$ cat src/rtl/sbb_pkg.sv
package sbb_pkg;
  localparam int MSI_DW   = 32;
  localparam int MSG_W    = 16;
  localparam int INTX_N   = 4;
  localparam int PIN_W    = $clog2(INTX_N);
  localparam int ILINE_W  = 8;
endpackage

$ cat src/rtl/sbb_edge_capture.sv
module sbb_edge_capture #(
  parameter int NDEV   = 4,
  parameter int NLINES = 4
) (
  input  logic                     clk,
  input  logic                     rst,
  input  logic [NDEV*NLINES-1:0]   sb_lines,
  input  logic [NDEV*NLINES-1:0]   cfg_mask,
  output logic [NDEV*NLINES-1:0]   level,
  output logic [NDEV-1:0]          any_on,
  output logic [NDEV-1:0]          rise
);
  logic [NDEV*NLINES-1:0] sb_q;
  logic [NDEV-1:0]        prev_on;

  // Line capture has no reset so status tracks lines even in reset.
  always_ff @(posedge clk) sb_q <= sb_lines;

  always_ff @(posedge clk) begin
    if (rst) prev_on <= '0;
    else     prev_on <= any_on;
  end

  for (genvar d = 0; d < NDEV; d++) begin : g_dev
    assign any_on[d] = |(sb_q[d*NLINES +: NLINES] & cfg_mask[d*NLINES +: NLINES]);
  end

  assign rise  = any_on & ~prev_on;
  assign level = sb_q;
endmodule

$ cat src/rtl/sbb_msi_arb.sv
module sbb_msi_arb
  import sbb_pkg::*;
#(
  parameter int NDEV = 4,
  parameter int AW   = 32
) (
  input  logic                  clk,
  input  logic                  rst,
  input  logic [NDEV-1:0]       req,
  input  logic [NDEV*AW-1:0]    cfg_msg_addr,
  input  logic [NDEV*MSG_W-1:0] cfg_msg_data,
  input  logic                  msi_ready,
  output logic                  msi_valid,
  output logic [AW-1:0]         msi_addr,
  output logic [MSI_DW-1:0]     msi_data
);
  localparam int IDX_W = (NDEV > 1) ? $clog2(NDEV) : 1;

  logic [NDEV-1:0]  pend;
  logic [NDEV-1:0]  gmask;
  logic [IDX_W-1:0] gidx;
  logic             found;
  logic             out_free;

  assign out_free = !msi_valid || msi_ready;

  always_comb begin
    found = 1'b0;
    gidx  = '0;
    for (int i = NDEV - 1; i >= 0; i--) begin
      if (pend[i]) begin
        found = 1'b1;
        gidx  = IDX_W'(i);
      end
    end
  end

  always_comb begin
    gmask = '0;
    if (found && out_free) gmask[gidx] = 1'b1;
  end

  always_ff @(posedge clk) begin
    if (rst) begin
      pend      <= '0;
      msi_valid <= 1'b0;
      msi_addr  <= '0;
      msi_data  <= '0;
    end else begin
      pend <= (pend & ~gmask) | req;
      if (out_free) begin
        msi_valid <= found;
        if (found) begin
          msi_addr <= cfg_msg_addr[gidx*AW +: AW];
          msi_data <= MSI_DW'(cfg_msg_data[gidx*MSG_W +: MSG_W]);
        end
      end
    end
  end
endmodule

$ cat src/rtl/sbb_intx_drv.sv
module sbb_intx_drv
  import sbb_pkg::*;
#(
  parameter int NDEV = 4
) (
  input  logic                    clk,
  input  logic                    rst,
  input  logic [NDEV-1:0]         any_on,
  input  logic [NDEV-1:0]         cfg_msi_en,
  input  logic [NDEV-1:0]         cfg_intdis,
  input  logic [NDEV*PIN_W-1:0]   cfg_int_pin,
  input  logic [NDEV*ILINE_W-1:0] cfg_int_line,
  output logic [NDEV-1:0]         intx_active,
  output logic [NDEV*ILINE_W-1:0] intx_line_out,
  output logic [INTX_N-1:0]       intx_pins
);
  logic [NDEV-1:0]         nxt_act;
  logic [INTX_N-1:0]       nxt_pins;
  logic [NDEV*ILINE_W-1:0] nxt_line;

  assign nxt_act = any_on & ~cfg_msi_en & ~cfg_intdis;

  always_comb begin
    nxt_pins = '0;
    for (int d = 0; d < NDEV; d++) begin
      if (nxt_act[d]) nxt_pins[cfg_int_pin[d*PIN_W +: PIN_W]] = 1'b1;
    end
  end

  for (genvar d = 0; d < NDEV; d++) begin : g_line
    assign nxt_line[d*ILINE_W +: ILINE_W] =
      nxt_act[d] ? cfg_int_line[d*ILINE_W +: ILINE_W] : '0;
  end

  always_ff @(posedge clk) begin
    if (rst) begin
      intx_active   <= '0;
      intx_pins     <= '0;
      intx_line_out <= '0;
    end else begin
      intx_active   <= nxt_act;
      intx_pins     <= nxt_pins;
      intx_line_out <= nxt_line;
    end
  end
endmodule

$ cat src/rtl/sb_msi_bridge.sv
module sb_msi_bridge
  import sbb_pkg::*;
#(
  parameter int NDEV   = 4,
  parameter int NLINES = 4,
  parameter int AW     = 32
) (
  input  logic                    clk,
  input  logic                    rst,
  input  logic [NDEV*NLINES-1:0]  sb_lines,
  input  logic [NDEV*NLINES-1:0]  cfg_mask,
  input  logic [NDEV-1:0]         cfg_msi_en,
  input  logic [NDEV-1:0]         cfg_intdis,
  input  logic [NDEV*AW-1:0]      cfg_msg_addr,
  input  logic [NDEV*MSG_W-1:0]   cfg_msg_data,
  input  logic [NDEV*PIN_W-1:0]   cfg_int_pin,
  input  logic [NDEV*ILINE_W-1:0] cfg_int_line,
  output logic [NDEV*NLINES-1:0]  sb_status,
  output logic                    msi_valid,
  input  logic                    msi_ready,
  output logic [AW-1:0]           msi_addr,
  output logic [MSI_DW-1:0]       msi_data,
  output logic [NDEV-1:0]         intx_active,
  output logic [NDEV*ILINE_W-1:0] intx_line_out,
  output logic [INTX_N-1:0]       intx_pins
);
  logic [NDEV-1:0] any_on;
  logic [NDEV-1:0] rise;
  logic [NDEV-1:0] msi_req;

  sbb_edge_capture #(.NDEV(NDEV), .NLINES(NLINES)) u_cap (
    .clk      (clk),
    .rst      (rst),
    .sb_lines (sb_lines),
    .cfg_mask (cfg_mask),
    .level    (sb_status),
    .any_on   (any_on),
    .rise     (rise)
  );

  assign msi_req = rise & cfg_msi_en & ~cfg_intdis;

  sbb_msi_arb #(.NDEV(NDEV), .AW(AW)) u_arb (
    .clk          (clk),
    .rst          (rst),
    .req          (msi_req),
    .cfg_msg_addr (cfg_msg_addr),
    .cfg_msg_data (cfg_msg_data),
    .msi_ready    (msi_ready),
    .msi_valid    (msi_valid),
    .msi_addr     (msi_addr),
    .msi_data     (msi_data)
  );

  sbb_intx_drv #(.NDEV(NDEV)) u_intx (
    .clk           (clk),
    .rst           (rst),
    .any_on        (any_on),
    .cfg_msi_en    (cfg_msi_en),
    .cfg_intdis    (cfg_intdis),
    .cfg_int_pin   (cfg_int_pin),
    .cfg_int_line  (cfg_int_line),
    .intx_active   (intx_active),
    .intx_line_out (intx_line_out),
    .intx_pins     (intx_pins)
  );
endmodule

$ cat config.mk
export PLATFORM = sky130hd
export DESIGN_NAME = sb_msi_bridge
export DESIGN_NICKNAME = d
export VERILOG_FILES = /design/src/rtl/sbb_pkg.sv /design/src/rtl/sbb_edge_capture.sv /design/src/rtl/sbb_msi_arb.sv /design/src/rtl/sbb_intx_drv.sv /design/src/rtl/sb_msi_bridge.sv
export SDC_FILE = /design/constraint.sdc
export NUM_CORES = 1
export LEC_CHECK = 0
export CAP_MARGIN = 40
export CORE_AREA = 4 4 151 153
export DETAILED_ROUTE_END_ITERATION = 10
export DIE_AREA = 0 0 155 157
export DONT_BUFFER_PORTS = 1
export GPL_TIMING_DRIVEN = 0
export RECOVER_POWER = 100
export SLEW_MARGIN = 20
export SYNTH_ARGS = -nofsm -noshare
export SYNTH_HDL_FRONTEND = slang
export SYNTH_SLANG_ARGS = --single-unit
$ cat constraint.sdc
create_clock -name clk -period 4.45 [get_ports clk]
set_input_delay 0.89 -clock clk [delete_from_list [all_inputs] [get_ports clk]]
set_output_delay 0.89 -clock clk [all_outputs]
set_load 0.02 [all_outputs]
# Yosys cells after proc, flatten, opt, wreduce, memory -nomap -nowiden
# Cells that the tools add are included.
[word_totals]
inputBits = 275
word_cells = 86
out_inout_bits = 121
mem_count = 0
romBits = 0
mem_bits_rw = 0
latchBits = 0
ff_bits = 113
[classes]
bitwise_logic = 22
n_shift = 2
mul = 0
n_addsub = 0
reduce_logical = 17
div_mod_pow = 0
n_eq_ne = 0
mux = 23
order_cmp = 10
[op_table]
columns = ["operator", "count"]
rows = [
  ["variable part select 128 x 8 -> 32 bit", 1],
  ["variable part select 64 x 7 -> 16 bit", 1],
  ["bitwise AND 4 bit", 10],
  ["two-way mux 4 bit", 5],
  ["NOT 4 bit", 4],
  ["OR 4 bit", 4],
  ["OR reduction 4 bit", 4],
  ["< comparator 2 x 3 -> 1 bit, second input constant", 5],
  ["demux 1 bit (select 2 bit)", 5],
  [">= comparator 2 x 1 -> 1 bit, second input constant", 5],
  ["two-way mux 1 bit", 9],
  ["two-way mux 2 bit", 4],
  ["OR reduction 2 bit", 4],
  ["logical AND 1 bit", 6],
  ["NOT 1 bit", 4],
  ["AND reduction 2 bit", 1],
  ["zero test 1 bit", 1],
  ["logical OR 1 bit", 1],
]

# Depth between registers and ports, before layout
[depth]
depth_word = 12
mapped_depth = 7
mapped_depth_nobuf = 4

# Cells and area by module
# A second synthesis with hierarchy kept.
[hier_totals]
cells_unflattened = 731
area_unflattened_um2 = 6344.8
[modules_own_cells]
columns = ["mod", "seq_area_each_um2", "area_each_um2", "cells_per_inst", "n_inst"]
rows = [
  ["sbb_msi_arb", 1061.0, 4503.1, 582, 1],
  ["sbb_intx_drv", 800.8, 1251.2, 105, 1],
  ["sbb_edge_capture", 400.4, 555.5, 40, 1],
  ["sb_msi_bridge", 0.0, 35.0, 4, 1],
]

# Least setup slack after synthesis
# OpenSTA, ideal clock, no wires.
[synth_path]
kind = "input to register"
from = "in cfg_mask[14]"
to = "reg u_arb.pend[3]"
stages = 4
arrival_time_ns = 1.867
setup_ns = 0.071
t_required_ns = 4.379
n_path_buf = 0
path_slack_ns = 2.512
path_cell_list = "a22oi_1 -> and2_1 -> or4b_2 -> a21oi_1"
[synth_between]
elab_chain_len = 6
[synth_lines]
columns = ["element", "line", "text"]
rows = [
  ["from (decl)", "sb_msi_bridge.sv:11", "input logic [NDEV*NLINES-1:0] cfg_mask,"],
  ["bitwise AND 4 bit", "sbb_edge_capture.sv:25", "assign any_on[d] = |(sb_q[d*NLINES +: NLINES] & cfg_mask[d*NLINES +: NLINES]);"],
  ["OR reduction 4 bit", "sbb_edge_capture.sv:25", ""],
  ["bitwise AND 4 bit", "sbb_edge_capture.sv:28", "assign rise = any_on & ~prev_on;"],
  ["bitwise AND 4 bit (2 in series)", "sb_msi_bridge.sv:41", "assign msi_req = rise & cfg_msi_en & ~cfg_intdis;"],
  ["OR 4 bit", "sbb_msi_arb.sv:50", "pend <= (pend & ~gmask) | req;"],
  ["to (signal assigned)", "sbb_msi_arb.sv:50", ""],
  ["to (decl)", "sbb_msi_arb.sv:19", "logic [NDEV-1:0] pend;"],
]
# No other way between the ends.
# A chain may end at the register's enable or synchronous reset.

# Worst setup path in the final report
[layout_path]
from = "reg u_arb.pend[0]"
to = "reg u_arb.msi_addr[8]"
[layout_between]
elab_chain_len = 2
elab_cells_between_ends = 4
cone_classes = "shift (1); mux (2); reduce/logical (1)"
[layout_lines]
columns = ["element", "line", "text"]
rows = [
  ["two-way mux 2 bit or two-way mux 1 bit (tied branches)", "sbb_msi_arb.sv:31", "if (pend[i]) begin"],
  ["variable part select 128 x 8 -> 32 bit or AND reduction 2 bit (tied branches)", "-", ""],
  ["to (signal assigned)", "sbb_msi_arb.sv:54", "msi_addr <= cfg_msg_addr[gidx*AW +: AW];"],
  ["to (decl)", "sbb_msi_arb.sv:14", "output logic [AW-1:0] msi_addr,"],
]
# Several ways; a longest one is shown, not always the timed one.

==> results.md <==
- Crit path launch: u_arb.pend[0]
- DR iter-0 viols: 325
- Mean Syn Cell Area: about 9.0 sq um
- Largest net degree at the start of global routing: 17
- Gr usage total: 0.1637
- Routed vias: 4739
- Reg2reg start: u_arb.pend[0]
- Htree depth: 4
- Initial Util: 0.2403
- Failing checks: capacitance limit, slew limit
- I/O pin cnt: approximately 400
- WHS: 0.5006 ns
- # DRC: 0
- Worst slack at placement: slightly above 2 ns
- Worst min-delay path class: in -> reg
- Reg2reg end: u_arb.msi_addr[8]
- CTS clk-pin slew, worst paths: 0.06 ns
- R2R cell count: 6
- Worst Skew: 0.009717 ns
- Postcts setup bufs: 0
- Final setup fails: 0
- Flop2flop setup slack: approximately 1.5 ns
- Leak pwr: 2.088 nW
- Max clock buf depth: 2
- Setup TNS: 0 ns
- Nets: 886
- Crit-path max FO: 10
- Layout cells sized above 1: 0.1316
- Gp weighted congestion: 0.7980
- Port bufs: 0
- Synth Instances: 575
- Post-synth top cells: 113 x dfxtp_1, 60 x nor2_1, 54 x nand2_1
- Total iterations of the first detailed-routing run: 6
- Antenna Nets Post-Route: 0
- Hold Path End: u_cap.level[13]
- Post-route minimum period: 2.962 ns
- Critical Path Sink Type: register
- Number of instances on the worst hold path: 0
- Top FF cell, synth: dfxtp_1
- Placed Cells: 871
- Clock Latency Late Sink: 0.41 ns
- Vias in the first global route: 4552
- Peak supply drop: ~0.17 mV
- Final cell count without fillers: 904
- Yosys reg bits: 113
- Status: complete, but fails checks
- PnR Total Power: 3.078 mW
- Post-synth EDFFs: 0
- Root buffer cell: clkbuf_16
- Core Footprint: 21550 sq um
- Initial antenna violation count: 2
- Synth cell types: 38
- Number of hold buffers added after cts: 0
- Max_slew headroom: -0.1109
- Top-count cell post-synth: dfxtp_1
- Fmax: 0.3376 GHz
- Total grt overflow: 0
- WP data arrival: 3.23 ns
- First-pass GRT wire length: 29750 microns
- Pwr dens: 501.4 nW/um^2
- Worst-Margin Slew: between 1.5 and 2 ns
- Die area: 24340 sq um
- RSZ-0062 raised after global routing: false
- Setup WS post-layout: ~1.5 ns
- Hold Vio Cnt, Final: 0
- Placed wire-length estimate: 17220 microns
- Mapped Area: between 5000 and 6000 sq um
- Post-synth top area cell: dfxtp_1
- Drt total wl: around 22000 microns
- Hold Crit Start: sb_lines[13]
- Maxcap violations: 2
- Die W: around 160 microns
- TritonCTS clock tree: built
- Vias per Instance: roughly 5.2
- Max-slew violations: 20
- Area Growth Syn to Fin: 18.50%
- Row count: 54
- Critical path class: reg -> reg
- Die height: 157 microns
- WL/cell: 23.86 microns
- Total CTS buffers: 17
- Post-CTS sizing: 0
- Crit share post-route: 0.6656
- WP data required: 4.72 ns
- Yosys warns: 0
- Synth top area share: 0.4367
- Sink Count: 113
- Ys async rst share: 0
- Synth area leaders: dfxtp_1 44%, nand3b_1 7.1%, a221oi_1 6.4%
- Nature of the critical path startpoint: register
- Seq/Total Area, Yosys: 0.4367
## worst max-delay path: stages (launching register included)
cell      delay [ns]
dfxtp_1         0.30
clkbuf_1        0.57
nor2_1          0.19
a21oi_1         0.70
clkbuf_1        0.58
buf_2           0.36
a211oi_1        0.11
## cells by family (layout without fill, tap and decap cells)
family / after synthesis / in the layout / synth area share
DFF: 113 / 113 / 0.4367
buffers and inverters: 70 / 103 / 0.07440
AOI/OAI and AO/OA: 176 / 176 / 0.2652
other: 1 / 17 / 0.0007239
and+or+nand+nor: 215 / 215 / 0.2229
## metal layers
metal  global-route usage  vias up  wire length (microns)
li1                     -     2166                      -
met1               0.2094     2281                   9067
met2               0.2696      274                  10590
met3              0.05252       16                   1688
met4              0.03911        2                    211
met5                    0        -                     13
## through the flow
stage                     instance area [sq um]    util
after floorplan                            5236       -
after global placement                     5587  0.2592
after detailed placement                   5598  0.2597
after CTS                                  6205  0.2879
after global routing                       6138  0.2848
final                                      6138  0.2848
## power by group
group / leakage [nW] / internal, mW / total [mW] / switching [mW]
clock: 0.283 / 0.885 / 1.42 / 0.533
sequential: 0.931 / 1.10 / 1.27 / 0.166
combinational: 0.875 / 0.154 / 0.393 / 0.239
total: 2.09 / 2.14 / 3.08 / 0.939
## placed cells by master, fill, tap and decap left out, types with 2 or more instances in the layout
cell type | netlist | routed
a2111oi_0 | 3 | 5
a211oi_1 | 40 | 48
a21oi_1 | 52 | 53
a221oi_1 | 38 | 38
a221oi_2 | 10 | 10
a22oi_1 | 10 | 10
a31oi_1 | 4 | 4
a32oi_1 | 2 | 2
and2_0 | 0 | 31
and2_1 | 34 | 3
buf_2 | 17 | 15
buf_4 | 19 | 19
buf_6 | 4 | 4
bufinv_16 | 0 | 3
clkbuf_1 | 27 | 31
clkbuf_16 | 0 | 17
clkinv_4 | 0 | 4
clkinvlp_4 | 0 | 4
conb_1 | 1 | 16
dfxtp_1 | 113 | 113
inv_1 | 3 | 3
inv_6 | 0 | 3
nand2_1 | 54 | 54
nand2b_1 | 2 | 2
nand3_1 | 2 | 2
nand3b_1 | 49 | 49
nand4_1 | 2 | 2
nand4b_1 | 3 | 3
nor2_1 | 60 | 60
nor2b_1 | 2 | 2
nor4_1 | 1 | 2
o21ai_0 | 2 | 2
## flip-flops by register name, indices dropped and copies added (netlist names)
| name | flops |
|---|---|
| u_intx.intx_active | 4 |
| u_cap.prev_on | 4 |
| u_arb.msi_data | 16 |
| u_arb.msi_valid | 1 |
| u_arb.pend | 4 |
| u_intx.intx_pins | 4 |
| u_arb.msi_addr | 32 |
| u_cap.level | 16 |
| u_intx.intx_line_out | 32 |
## how the worst max path moves through the flow
| stage | to | slack (ns) | depth (start not counted) |
|---|---|---|---|
| 5_1_grt | u_arb.msi_data[0] | 1.13 | 6 |
| 3_5_place_dp | u_arb.msi_addr[30] | 2.08 | 5 |
| 3_3_place_gp | u_arb.msi_data[15] | 1.98 | 5 |
| 2_1_floorplan | u_arb.pend[3] | 2.51 | 4 |
| 6_report | u_arb.msi_addr[8] | 1.49 | 6 |
| 4_1_cts | u_arb.msi_addr[30] | 2.22 | 6 |
## layout make-up
cell class | instances | area [sq um]
Multi-Input combinational cell | 407 | 2526
Clock inverter | 14 | 181.4
Clock buffer | 17 | 425.4
Tap cell | 280 | 350.3
Buffer | 67 | 371.6
Fill cell | 2302 | 15410
Timing Repair Buffer | 2 | 7.507
Inverter | 3 | 11.26
Sequential cell | 113 | 2262
Antenna cell | 1 | 2.502
Note: power is estimated with default switching activity, not from simulation.
